## src/rtl/xlat_pkg.sv

```systemverilog
package xlat_pkg;

    localparam int unsigned ADDR_W   = 32;
    localparam int unsigned PAGE_LSB = 12;
    localparam int unsigned VPN_W    = ADDR_W - PAGE_LSB;

    localparam int unsigned CTL_ENABLE = 15;
    localparam int unsigned CTL_BIG    = 14;

    typedef enum logic [1:0] {
        FL_ALL            = 2'b00,
        FL_NONGLOBAL      = 2'b01,
        FL_PAGE           = 2'b10,
        FL_PAGE_NONGLOBAL = 2'b11
    } flush_kind_e;

    typedef struct packed {
        logic             valid;
        logic             sup;
        logic [VPN_W-1:0] vpn;
        logic [VPN_W-1:0] ppn;
        logic             glob;
        logic [1:0]       upa;
        logic             sprot;
        logic [1:0]       cmode;
        logic             modif;
        logic             wprot;
    } entry_t;

    typedef struct packed {
        logic              hit;
        logic [ADDR_W-1:0] paddr;
        logic [1:0]        cmode;
        logic [1:0]        upa;
        logic [ADDR_W-1:0] status;
    } rsp_t;

    function automatic entry_t desc_to_entry(logic [ADDR_W-1:0] desc,
                                             logic [ADDR_W-1:0] vaddr,
                                             logic              sup);
        entry_t e;
        e.valid = 1'b1;
        e.sup   = sup;
        e.vpn   = vaddr[ADDR_W-1:PAGE_LSB];
        e.ppn   = desc[ADDR_W-1:PAGE_LSB];
        e.glob  = desc[10];
        e.upa   = desc[9:8];
        e.sprot = desc[7];
        e.cmode = desc[6:5];
        e.modif = desc[4];
        e.wprot = desc[2];
        return e;
    endfunction

    function automatic logic [ADDR_W-1:0] entry_status(entry_t e);
        return {e.ppn, 1'b0, e.glob, e.upa, e.sprot, e.cmode,
                e.modif, 1'b0, e.wprot, 1'b0, 1'b1};
    endfunction

endpackage

```

## src/rtl/xlat_match.sv

```systemverilog
module xlat_match
    import xlat_pkg::*;
#(
    parameter int unsigned ENTRIES = 4
) (
    input  entry_t [ENTRIES-1:0] ents,
    input  logic   [VPN_W-1:0]   key_vpn,
    input  logic                 key_sup,
    input  logic                 use_sup,
    input  logic                 big_page,
    output logic   [ENTRIES-1:0] hits
);

    for (genvar i = 0; i < ENTRIES; i++) begin : g_cmp
        logic hi_eq;
        logic b12_eq;
        logic sp_eq;
        assign hi_eq  = ents[i].vpn[VPN_W-1:1] == key_vpn[VPN_W-1:1];
        assign b12_eq = big_page || (ents[i].vpn[0] == key_vpn[0]);
        assign sp_eq  = !use_sup || (ents[i].sup == key_sup);
        assign hits[i] = ents[i].valid && hi_eq && b12_eq && sp_eq;
    end

endmodule

```

## src/rtl/xlat_victim.sv

```systemverilog
module xlat_victim #(
    parameter int unsigned ENTRIES = 4,
    localparam int unsigned IDX_W  = (ENTRIES > 1) ? $clog2(ENTRIES) : 1
) (
    input  logic             clk,
    input  logic             rst,
    input  logic             advance,
    output logic [IDX_W-1:0] ptr
);

    always_ff @(posedge clk) begin
        if (rst) begin
            ptr <= '0;
        end else if (advance) begin
            if (ptr == IDX_W'(ENTRIES - 1)) ptr <= '0;
            else                            ptr <= ptr + 1'b1;
        end
    end

endmodule

```

## src/rtl/xlat_flush_mask.sv

```systemverilog
module xlat_flush_mask
    import xlat_pkg::*;
#(
    parameter int unsigned ENTRIES = 4
) (
    input  logic               flush_valid,
    input  logic [1:0]         flush_kind,
    input  logic [ENTRIES-1:0] page_hits,
    input  logic [ENTRIES-1:0] globals,
    output logic [ENTRIES-1:0] kill
);

    always_comb begin
        kill = '0;
        if (flush_valid) begin
            unique case (flush_kind_e'(flush_kind))
                FL_ALL:            kill = '1;
                FL_NONGLOBAL:      kill = ~globals;
                FL_PAGE:           kill = page_hits;
                FL_PAGE_NONGLOBAL: kill = page_hits & ~globals;
                default:           kill = '0;
            endcase
        end
    end

endmodule

```

## src/rtl/xlat_cache.sv

```systemverilog
module xlat_cache
    import xlat_pkg::*;
#(
    parameter int unsigned ENTRIES = 4,
    localparam int unsigned IDX_W  = (ENTRIES > 1) ? $clog2(ENTRIES) : 1
) (
    input  logic        clk,
    input  logic        rst,
    input  logic [15:0] xlat_ctrl,
    input  logic        lk_valid,
    input  logic [31:0] lk_addr,
    input  logic        lk_super,
    input  logic        lk_write,
    input  logic        fill_valid,
    input  logic [31:0] fill_addr,
    input  logic        fill_super,
    input  logic [31:0] fill_desc,
    input  logic        flush_valid,
    input  logic [1:0]  flush_kind,
    input  logic [31:0] flush_addr,
    output logic        rsp_valid,
    output logic        rsp_hit,
    output logic [31:0] rsp_paddr,
    output logic [1:0]  rsp_cmode,
    output logic [1:0]  rsp_upa,
    output logic [31:0] rsp_status
);

    entry_t [ENTRIES-1:0] ent_q;
    rsp_t                 rsp_q;
    rsp_t                 rsp_d;

    logic en;
    logic big;
    assign en  = xlat_ctrl[CTL_ENABLE];
    assign big = xlat_ctrl[CTL_BIG];

    logic unused_bits;
    assign unused_bits = ^{xlat_ctrl[13:0], fill_addr[PAGE_LSB-1:0],
                           flush_addr[PAGE_LSB-1:0], fill_desc[11],
                           fill_desc[3], fill_desc[1]};

    logic [ENTRIES-1:0] globals;
    for (genvar i = 0; i < ENTRIES; i++) begin : g_glob
        assign globals[i] = ent_q[i].glob;
    end

    // lookup path
    logic [ENTRIES-1:0] lk_hits;
    xlat_match #(.ENTRIES(ENTRIES)) u_lk_match (
        .ents     (ent_q),
        .key_vpn  (lk_addr[ADDR_W-1:PAGE_LSB]),
        .key_sup  (lk_super),
        .use_sup  (1'b1),
        .big_page (big),
        .hits     (lk_hits)
    );

    entry_t sel;
    always_comb begin
        sel = '0;
        for (int i = 0; i < ENTRIES; i++) begin
            if (lk_hits[i]) sel = ent_q[i];
        end
    end

    logic tag_hit;
    logic use_hit;
    assign tag_hit = |lk_hits;
    assign use_hit = tag_hit && !(lk_write && !sel.modif);

    always_comb begin
        rsp_d = '0;
        if (!en) begin
            rsp_d.hit    = 1'b1;
            rsp_d.paddr  = lk_addr;
            rsp_d.status = {lk_addr[ADDR_W-1:PAGE_LSB], 10'b0, 2'b11};
        end else if (use_hit) begin
            rsp_d.hit    = 1'b1;
            rsp_d.paddr  = big ? {sel.ppn[VPN_W-1:1], lk_addr[PAGE_LSB:0]}
                               : {sel.ppn, lk_addr[PAGE_LSB-1:0]};
            rsp_d.cmode  = sel.cmode;
            rsp_d.upa    = sel.upa;
            rsp_d.status = entry_status(sel);
        end
    end

    // flush path
    logic [ENTRIES-1:0] fl_hits;
    logic [ENTRIES-1:0] kill;
    xlat_match #(.ENTRIES(ENTRIES)) u_fl_match (
        .ents     (ent_q),
        .key_vpn  (flush_addr[ADDR_W-1:PAGE_LSB]),
        .key_sup  (1'b0),
        .use_sup  (1'b0),
        .big_page (big),
        .hits     (fl_hits)
    );

    xlat_flush_mask #(.ENTRIES(ENTRIES)) u_flush (
        .flush_valid (flush_valid),
        .flush_kind  (flush_kind),
        .page_hits   (fl_hits),
        .globals     (globals),
        .kill        (kill)
    );

    // fill path
    logic [ENTRIES-1:0] fi_hits;
    xlat_match #(.ENTRIES(ENTRIES)) u_fi_match (
        .ents     (ent_q),
        .key_vpn  (fill_addr[ADDR_W-1:PAGE_LSB]),
        .key_sup  (fill_super),
        .use_sup  (1'b1),
        .big_page (big),
        .hits     (fi_hits)
    );

    logic             fill_ok;
    logic             fill_dup;
    logic [IDX_W-1:0] dup_idx;
    logic [IDX_W-1:0] rr_ptr;
    logic [IDX_W-1:0] tgt;

    assign fill_ok  = fill_valid && fill_desc[0];
    assign fill_dup = |fi_hits;

    always_comb begin
        dup_idx = '0;
        for (int i = 0; i < ENTRIES; i++) begin
            if (fi_hits[i]) dup_idx = IDX_W'(i);
        end
    end

    assign tgt = fill_dup ? dup_idx : rr_ptr;

    xlat_victim #(.ENTRIES(ENTRIES)) u_victim (
        .clk     (clk),
        .rst     (rst),
        .advance (fill_ok && !fill_dup),
        .ptr     (rr_ptr)
    );

    always_ff @(posedge clk) begin
        if (rst) begin
            ent_q     <= '0;
            rsp_q     <= '0;
            rsp_valid <= 1'b0;
        end else begin
            for (int i = 0; i < ENTRIES; i++) begin
                if (kill[i]) ent_q[i].valid <= 1'b0;
            end
            if (fill_ok) ent_q[tgt] <= desc_to_entry(fill_desc, fill_addr, fill_super);
            rsp_valid <= lk_valid;
            rsp_q     <= lk_valid ? rsp_d : '0;
        end
    end

    assign rsp_hit    = rsp_q.hit;
    assign rsp_paddr  = rsp_q.paddr;
    assign rsp_cmode  = rsp_q.cmode;
    assign rsp_upa    = rsp_q.upa;
    assign rsp_status = rsp_q.status;

endmodule

```

## config.mk

```make
export PLATFORM = sky130hd
export DESIGN_NAME = xlat_cache
export DESIGN_NICKNAME = d
export VERILOG_FILES = /design/src/rtl/xlat_pkg.sv /design/src/rtl/xlat_match.sv /design/src/rtl/xlat_victim.sv /design/src/rtl/xlat_flush_mask.sv /design/src/rtl/xlat_cache.sv
export SDC_FILE = /design/constraint.sdc
export NUM_CORES = 1
export LEC_CHECK = 0
export ABC_CLOCK_PERIOD_IN_PS = 4200
export BUFFER_PORTS_ARGS = -buffer_cell sky130_fd_sc_hd__buf_2
export CORE_MARGIN = 2
export CORE_UTILIZATION = 57
export CTS_CLUSTER_DIAMETER = 40
export DETAILED_ROUTE_END_ITERATION = 10
export GPL_ROUTABILITY_DRIVEN = 0
export PLACE_DENSITY = 0.78
export SYNTH_ARGS = -nofsm -noshare
export SYNTH_HDL_FRONTEND = slang
export SYNTH_SLANG_ARGS = --single-unit
```

## constraint.sdc

```tcl
create_clock -name clk -period 4.2 [get_ports clk]
set_clock_uncertainty 0.15 [all_clocks]
set_input_delay 0.84 -clock clk [delete_from_list [all_inputs] [get_ports clk]]
set_output_delay 0.84 -clock clk [all_outputs]
set_load 0.01 [all_outputs]
```

; After elaboration in Yosys (flattened, before gate mapping)
; Index checks and enable logic that the tools add are counted.
[word_totals]
in_bits = 154
register_bits = 272
wordCells = 178
output_inout_bits = 70
[op_classes]
reduce_logical = 58
n_mux = 27
magnitude_cmp = 2
bitwise_logic = 5
eq_ne = 36
addsub = 1
[ops]
columns = operator, count
row1 = $eq A19 B19 Y1, 12
row2 = $bwmux W200, 1
row3 = $mux W200, 1
row4 = $mux W28, 4
row5 = $demux W50 S2, 1
row6 = $mux W69, 1
row7 = $mux W50, 1
row8 = $logic_and A1 B1 Y1, 37
row9 = $mux W33, 1
row10 = $mux W32, 1
row11 = $eq A1 B1 Y1, 20
row12 = $pmux W4 S4, 1
row13 = $mux W13, 1
row14 = $logic_or A1 B1 Y1, 12
row15 = $reduce_or A4 Y1, 3
row16 = $mux W1, 9
row17 = $mux W2, 4
row18 = $eq A2 B2 Y1 const B, 3
row19 = $and A4 B4 Y4, 1
row20 = $mux W4, 1
row21 = $not A4 Y4, 1
row22 = $logic_not A1 Y1, 3
row23 = $lt A2 B3 Y1 const B, 1
row24 = $not A1 Y1, 3
row25 = 6 further kinds, 6

; Logic depth before layout (Yosys ltp)
; Gate-level depths: netlist of the first run.
[logic_depth]
ltp_word = 14
depth_mapped = 11
ltp_nobuf = 8

; Cells and area by module
; Synthesis of the first run repeated with hierarchy kept, for this count alone.
[unflattened]
hier_cells = 1445
area_unflattened_um2 = 13455.4
[modules_own_cells]
columns = module, seq_area_each_um2, area_per_inst_um2, cells_per_inst, instances
row1 = xlat_cache, 4884.7, 10421.2, 1077, 1
row2 = xlat_match, 0.0, 964.7, 117, 3
row3 = xlat_victim, 40.0, 86.3, 8, 1
row4 = xlat_flush_mask, 0.0, 53.8, 9, 1

; Worst setup path after synthesis of the first run
; No wires, ideal clock.
[synth_path]
kind = in2reg
startpoint = input fill_addr[31]
endpoint = register with a tool-made name
setup_time_ns = 0.128
arrival_ns = 3.168
cell_stages = 9
n_path_buf = 2
slack_ns = 0.755
path_cell_list = clkbuf_1 xnor2_1 nand3_1 or4_1 or4_1 a221oi_4 buf_6 mux2i_1 nor2_1
[synth_lines]
columns = element, line
row1 = "start, declared", xlat_cache.sv:15  ; input logic [31:0] fill_addr,

; Worst setup path after layout of the first run
[layout_path]
startpoint = input lk_addr[14]
endpoint = register rsp_q (netlist bit rsp_paddr[23])
[layout_via]
elab_chain_len = 14
elab_cells_between_ends = 27
[layout_rtl]
columns = element, line
row1 = "start, declared", xlat_cache.sv:11  ; input logic [31:0] lk_addr,
row2 = $eq A19 B19 Y1, xlat_match.sv:18  ; assign hi_eq = ents[i].vpn[VPN_W-1:1] == key_vpn[VPN_W-1:1];
row3 = $logic_and A1 B1 Y1 (3 in a row), xlat_match.sv:21  ; assign hits[i] = ents[i].valid && hi_eq && b12_eq && sp_eq;
row4 = $mux W28 (4 in a row), xlat_cache.sv:63  ; if (lk_hits[i]) sel = ent_q[i];
row5 = $logic_not A1 Y1, xlat_cache.sv:70  ; assign use_hit = tag_hit && !(lk_write && !sel.modif);
row6 = $logic_and A1 B1 Y1, xlat_cache.sv:70
row7 = $logic_not A1 Y1, xlat_cache.sv:70
row8 = $logic_and A1 B1 Y1, xlat_cache.sv:70
row9 = $mux W69 *, xlat_cache.sv:78  ; end else if (use_hit) begin
row10 = $mux W33 *, xlat_cache.sv:74  ; if (!en) begin
row11 = "end signal, assigned", xlat_cache.sv:155  ; rsp_q <= lk_valid ? rsp_d : '0;
row12 = "end, declared", xlat_cache.sv:30  ; rsp_t rsp_q;
; Mark *: on every way between the ends. The rest lies on a longest branch, timed or not.
; A chain may end at the register's enable or synchronous reset.

==> results.md, run 1 <==
- Status: completed
- Worst EP arrival: 3.92 ns
- Vias in the first global route: between 10000 and 15000
- Compound-Gate Fraction of Synth Area: around 7%
- Clk pin slew, worst setup/hold paths: ~0.060 ns
- Worst Setup End Kind: register
- Met2 WL: 17400 µm
- Reg2Reg Depth: 9
- LEAKAGE: roughly 6.5 nW
- Post-Syn Area: between 10000 and 15000 µm²
- Met1 WL: around 16000 µm
- Share of the synthesized area in the top cell type: 37.0%
- CP cell instances: buf_2, xor2_1, nor4_1, o2111ai_1, nor2_4, buf_4, a311oi_2, o2111ai_4, buf_4, o21ai_0
- Setup Buffers After CTS: 0
- Synth Area in Adders: less than 1%
- Pins over their slew limit: 0
- Hold_ws: roughly 0.32 ns
- # DRC: 0
- Post-Synth XOR/XNOR Area: between 15 and 20%
- Synth area leaders: dfxtp_1 37%, mux2i_1 12%, xor2_1 9.5%, nand2b_1 7.0%, xnor2_1 6.8%
- Post-synthesis simple-gate area fraction: 21.3%
- CTS root buf: clkbuf_16
- Relative slew slack: ~32%
- CP most frequent cell: buf_4
- CP Capture Point: rsp_paddr[23]
- Share of flip-flops with an asynchronous set or reset: 0%
- CTS hold repair buffers: 0
- Crit-path max FO: 27
- Pwr Density: between 400 and 500 nW/µm²
- Post-synthesis register bit count: between 200 and 250
- Final hold vios: 0
- Syn avg cell area: approximately 9.0 µm²
- Met3 WL: about 4000 µm
- Startpoint Class: input pin
- H-tree Lvls: 2
- DRT antenna net count: 0
- Critical path type: input pin to register
- DRT Pass-1 Iters: 8
- Routed WL: 39300 µm
- First-pass GRT wire length: 61300 µm
- VDD IR max: between 300 and 400 µV
- Initial DRC Count: about 1200
- Worst slew pin tran: about 1 ns
- Avg Vias per Cell: around 6
- Cells after synthesis: ~1500
- Fin crit share: roughly nine tenths
- CP startpoint: lk_addr[14]
- Largest family of logic cells by synthesized area: simple AND/OR/NAND/NOR gates
- Number of distinct library cells after synthesis: 50
- CP peak stage delay: just under 0.9 ns
- Site Rows: 55
- Initial antenna violation count: 6
- Fmax: roughly 270 MHz
- Core Region: around 23000 µm²
- Layout area overhead: 15.8%
- Starting Density: around three fifths
- Sequential share of the synthesized area: 37.0%
- R2R Path End: rsp_paddr[23]
- Final Critical Period: about 3.7 ns
- Main synth FF type: dfxtp_1
- Type of the tightest min-delay check: register to register
- Final net count: between 1500 and 2000
- Dpl hpwl: between 20000 and 30000 µm
- Slowest CP cell: nor4_1
- Setup TNS: 0 ns
- CTS tree: done
- Largest net degree at the start of global routing: approximately 250
- Clock tree sinks: around 250
- Uppermost layer routed: met5
- Die area: about 25000 µm²
- GRT overflow: 0
- Synth warnings: 0
- Cts bufs inserted: 37
- R2r setup slk: 0.58 ns
- Commonest non-fill, non-tap cell in the layout: dfxtp_1
- PostCTS Resize Cnt: 0
- RSZ-0062 raised after global routing: false
- Post-synth EDFFs: 0
- Fraction of synthesized area in multiplexers: about an eighth
- Total GRT Usage: between 30% and 40%
- Chip Width: around 160 µm
- Clock buffer depth: 3
- WL per Instance: between 20 and 25 µm
- Post-synth top area cell: dfxtp_1
- Most frequent cells in the layout: 246 x dfxtp_1, 179 x buf_2, 156 x mux2i_1, 149 x nand2b_1, 144 x xor2_1
- Die Ht: ~160 µm
- Layout cells sized above 1: a little under a fifth
- Via count: ~11000
- Max-Cap Viols: 0
- Critical path required time: between 4 and 5 ns
- Skew-Pair Late Insertion Delay: 0.53 ns
- Final Setup Violations: 0
- PortBufs: 180
- I/O pins: about 220
per-layer routing:
layer / up-vias / global-route usage, %
met5: - / 0
met4: 8 / 16.5
met3: 154 / 8.92
met2: 597 / 50.0
met1: 5305 / 40.9
li1: 5195 / -
worst min-delay path by stage:
| stage | start | endpoint | slack [ns] | depth (start not counted) |
|---|---|---|---|---|
| final | register | register | 0.32 | 2 |
| after global routing | register | register | 0.34 | 2 |
| after CTS | register | register | 0.32 | 2 |
| after detailed placement | register | register | 0.31 | 2 |
| after global placement | register | register | 0.31 | 2 |
| after floorplan | register | register | 0.30 | 2 |
Yosys cell counts, types with 14 or more instances:
cell,instances
a21oi_1,22
nand3b_1,49
nor2_1,110
nand3_1,24
o21ai_0,123
clkbuf_1,80
and2_1,14
nand2_1,73
mux2i_1,156
nor4_1,32
buf_4,26
xnor2_1,104
nand2b_1,149
dfxtp_1,246
nand4_1,29
xor2_1,144
buf_2,24
through the flow:
| step | instances | util (%) | cell area (µm²) | power, W | worst slack [ns] |
|---|---|---|---|---|---|
| after global placement | 1862 | 62.0 | 14100 | 0.00300 | 0.272 |
| after floorplan | 1488 | - | 13300 | 0.00283 | 0.755 |
| final | 1932 | 67.7 | 15400 | 0.00617 | 0.497 |
| after detailed placement | 1862 | 62.0 | 14100 | 0.00301 | 0.263 |
| after CTS | 1929 | 67.7 | 15400 | 0.00620 | 0.791 |
| after global routing | 1931 | 67.7 | 15400 | 0.00635 | 0.327 |
critical path, delay by kind of cell:
kind	cells	cell delay [ns]
AO/OA/AOI/OAI	4	1.03
XOR/XNOR	1	0.17
buffers and inverters	3	0.74
AND/OR/NAND/NOR	2	1.12
power by group:
part | switching, W | total [W] | leakage (nW) | internal, W
combinational | 0.000319 | 0.000547 | 3.84 | 0.000227
sequential | 0.0000505 | 0.00244 | 1.99 | 0.00239
clock | 0.00118 | 0.00319 | 0.631 | 0.00201
total | 0.00155 | 0.00617 | 6.46 | 0.00462
layout make-up:
class	count	area (µm²)
timing repair buffer	205	1140
antenna	3	7.51
tap	313	392
clock inverter	23	290
sequential	246	4920
multi-input combinational	1092	7630
fill	1796	7350
inverter	6	22.5
clock buffer	44	1010
cells by family (layout without fill, tap and decap cells):
kind of cell / Yosys count / after routing
fa+ha+maj: 1 / 1
other cells: 1 / 5
flops: 246 / 246
mux: 163 / 163
xor+xnor: 248 / 248
buf+inv: 150 / 278
simple gates: 513 / 513
compound gates: 165 / 165
Note: power is estimated with default switching activity, not from simulation.
==> run 2, diff against run 1 <==
REMOVE_ABC_BUFFERS = 1   (was not set)
==> results.md, run 2 (synthesis results as in run 1) <==
- I/O pins: 224 (unchanged)
- Fill count: 1779 (was 1796)
- PortBufs: 180 (unchanged)
- Avg Vias per Cell: 5.85 (was 5.83)
- RSZ-0062 raised after global routing: false (unchanged)
- Max-Cap Viols: 0 (unchanged)
- Status: completed (unchanged)
- Final net count: 1741 (was 1743)
- Final Util: 67.6% (was 67.7%)
- Delay-heaviest family, CP: simple AND/OR/NAND/NOR gates (unchanged)
- Worst slew pin tran: 0.784 ns (was 1.01 ns)
- Setup Buffers After CTS: 0 (unchanged)
- Relative slew slack: 47.7% (was 32.0%)
- Hold_ws: 0.325 ns (was 0.323 ns)
- Dpl hpwl: 26800 µm (was 27000 µm)
- Core Region: 22800 µm² (unchanged)
- Final hold vios: 0 (unchanged)
- Layout area overhead: 15.6% (was 15.8%)
- DRT antenna net count: 0 (unchanged)
- Initial antenna violation count: 5 (was 6)
- H-tree Lvls: 2 (unchanged)
- Site Rows: 55 (unchanged)
- Chip Width: 157 µm (unchanged)
- Comb pwr share: 9.1% (was 8.9%)
- Most frequent cells in the layout: 246 x dfxtp_1, 179 x buf_2, 156 x mux2i_1, 149 x nand2b_1, 144 x xor2_1 (unchanged)
- CP cell instances: buf_2, xnor2_1, nand3_1, nor4_1, a31oi_1, o21ai_2, nand2_2, nor4_4, buf_12, mux2i_1 (was buf_2, xor2_1, nor4_1, o2111ai_1, nor2_4, buf_4, a311oi_2, o2111ai_4, buf_4, o21ai_0)
- Crit path depth: 10 (unchanged)
- Vias in the first global route: 11200 (was 11100)
- VDD IR max: 273 µV (was 366 µV)
- Final Critical Period: 3.60 ns (was 3.70 ns)
- GRT overflow: 0 (unchanged)
- Switch Pwr: 0.00150 W (was 0.00155 W)
- Via count: 11300 (about the same)
- Crit path buffers/inverters: 2 (was 3)
- Critical path required time: 4.50 ns (was 4.41 ns)
- Final Setup Violations: 0 (unchanged)
- Placed cell area: 14100 µm² (about the same)
- LEAKAGE: 6.44 nW (was 6.46 nW)
- Total Power: 0.00606 W (was 0.00617 W)
- Internal power: 0.00457 W (was 0.00462 W)
- Die area: 24600 µm² (unchanged)
- Initial DRC Count: 1184 (was 1173)
- PostCTS Resize Cnt: 0 (unchanged)
- Commonest non-fill, non-tap cell in the layout: dfxtp_1 (unchanged)
- Largest net degree at the start of global routing: 126 (was 252)
- WL per Instance: 20.3 µm (about the same)
- Worst Setup End Kind: register (unchanged)
- CTS root buf: clkbuf_16 (unchanged)
- CP startpoint: fill_super (was lk_addr[14])
- Clock power share: 50.8% (was 51.7%)
- Die Ht: 157 µm (unchanged)
- Clock tree sinks: 246 (unchanged)
- Routed WL: 39200 µm (was 39300 µm)
- CTS hold repair buffers: 0 (unchanged)
- Fin crit share: 85.8% (was 88.2%)
- Pwr Density: 394 nW/µm² (was 400 nW/µm²)
- Fmax: 278 MHz (was 270 MHz)
- Slowest CP cell: nor4_1 (unchanged)
- Cts bufs inserted: 36 (was 37)
- Pins over their slew limit: 0 (unchanged)
- Reg2Reg Depth: 9 (unchanged)
- Final Cell Area: 15400 µm² (about the same)
- First-pass GRT wire length: 60100 µm (was 61300 µm)
- Crit-path max FO: 50 (was 27)
- # DRC: 0 (unchanged)
- R2r setup slk: 0.69 ns (was 0.58 ns)
- Setup TNS: 0 ns (unchanged)
- Total GRT Usage: 31.5% (was 32.2%)
- CTS tree: done (unchanged)
- CP peak stage delay: 0.61 ns (was 0.88 ns)
- Layout cells sized above 1: 17.7% (was 18.0%)
- Starting Density: 58.5% (unchanged)
- Critical path type: input pin to register (unchanged)
- Type of the tightest min-delay check: register to register (unchanged)
- Switching Fraction: 24.7% (was 25.1%)
- Clock buffer depth: 3 (unchanged)
- Startpoint Class: input pin (unchanged)
- Worst EP arrival: 3.90 ns (was 3.92 ns)
- Sequential power share: 40.1% (was 39.5%)
- Skew-Pair Late Insertion Delay: 0.53 ns (about the same)
- Clk pin slew, worst setup/hold paths: 0.05 ns (was 0.06 ns)
- DRT Pass-1 Iters: 6 (was 8)
## run 2: cell types whose count changed in the layout (fill, tap and decap cells not counted), sizes merged
cell,previous run,this run
clkbuf,44,42
clkinvlp,4,6
diode,3,5
bufinv,4,5
buf,205,204
clkinv,8,9
inv,13,8
## run 2: worst min-delay path by stage
stage | start | to | slack [ns] | cells past startpoint
2_1_floorplan | ent_q[149] | ent_q[149] | 0.29 | 2
3_3_place_gp | register | register | 0.31 | 2
3_5_place_dp | register | register | 0.32 | 2
5_1_grt | register | register | 0.34 | 2
4_1_cts | register | register | 0.33 | 2
6_report | register | register | 0.32 | 2
## run 2: metal layers
metal,global-route usage (%),up-vias,routed length (µm)
met5,0,-,0
met4,18.6,0,2090
met3,7.30,163,3660
met2,49.5,607,18000
met1,39.5,5349,15500
li1,-,5173,-
## run 2: area by class of cell
class / count / area [µm²] / share of cell area [%]
Inverter: 6 / 22.5 / 0.146
Antenna cell: 5 / 12.5 / 0.0812
Clock inverter: 22 / 294 / 1.91
Tap cell: 313 / 392 / 2.54
Multi-Input combinational cell: 1092 / 7630 / 49.6
Timing Repair Buffer: 204 / 1170 / 7.60
Sequential cell: 246 / 4920 / 32.0
Clock buffer: 42 / 955 / 6.20
## run 2: through the flow
stage          std cells  worst slack [ns]
2_1_floorplan       1344            -0.881
3_3_place_gp        1861             0.331
3_5_place_dp        1861             0.270
4_1_cts             1925             0.778
5_1_grt             1930             0.530
6_report            1930             0.598
## run 2: power by group through the flow
| stage | registers, W | logic [W] | clock network, W |
|---|---|---|---|
| final | 0.00243 | 0.000550 | 0.00308 |
| after global placement | 0.00248 | 0.000520 | 0 |
| after detailed placement | 0.00248 | 0.000528 | 0 |
| after floorplan | 0.00248 | 0.000280 | 0 |
| after CTS | 0.00243 | 0.000534 | 0.00312 |
| after global routing | 0.00244 | 0.000579 | 0.00323 |
## run 2: worst reg2reg max path, stage by stage, from the launching register on
cell,delay (ns)
dfxtp_1,0.47
xnor2_1,0.19
nand4_1,0.23
nor4_1,0.69
a31oi_1,0.21
o21ai_2,0.32
nand2_2,0.12
nor4_4,0.34
buf_12,0.41
mux2i_1,0.30
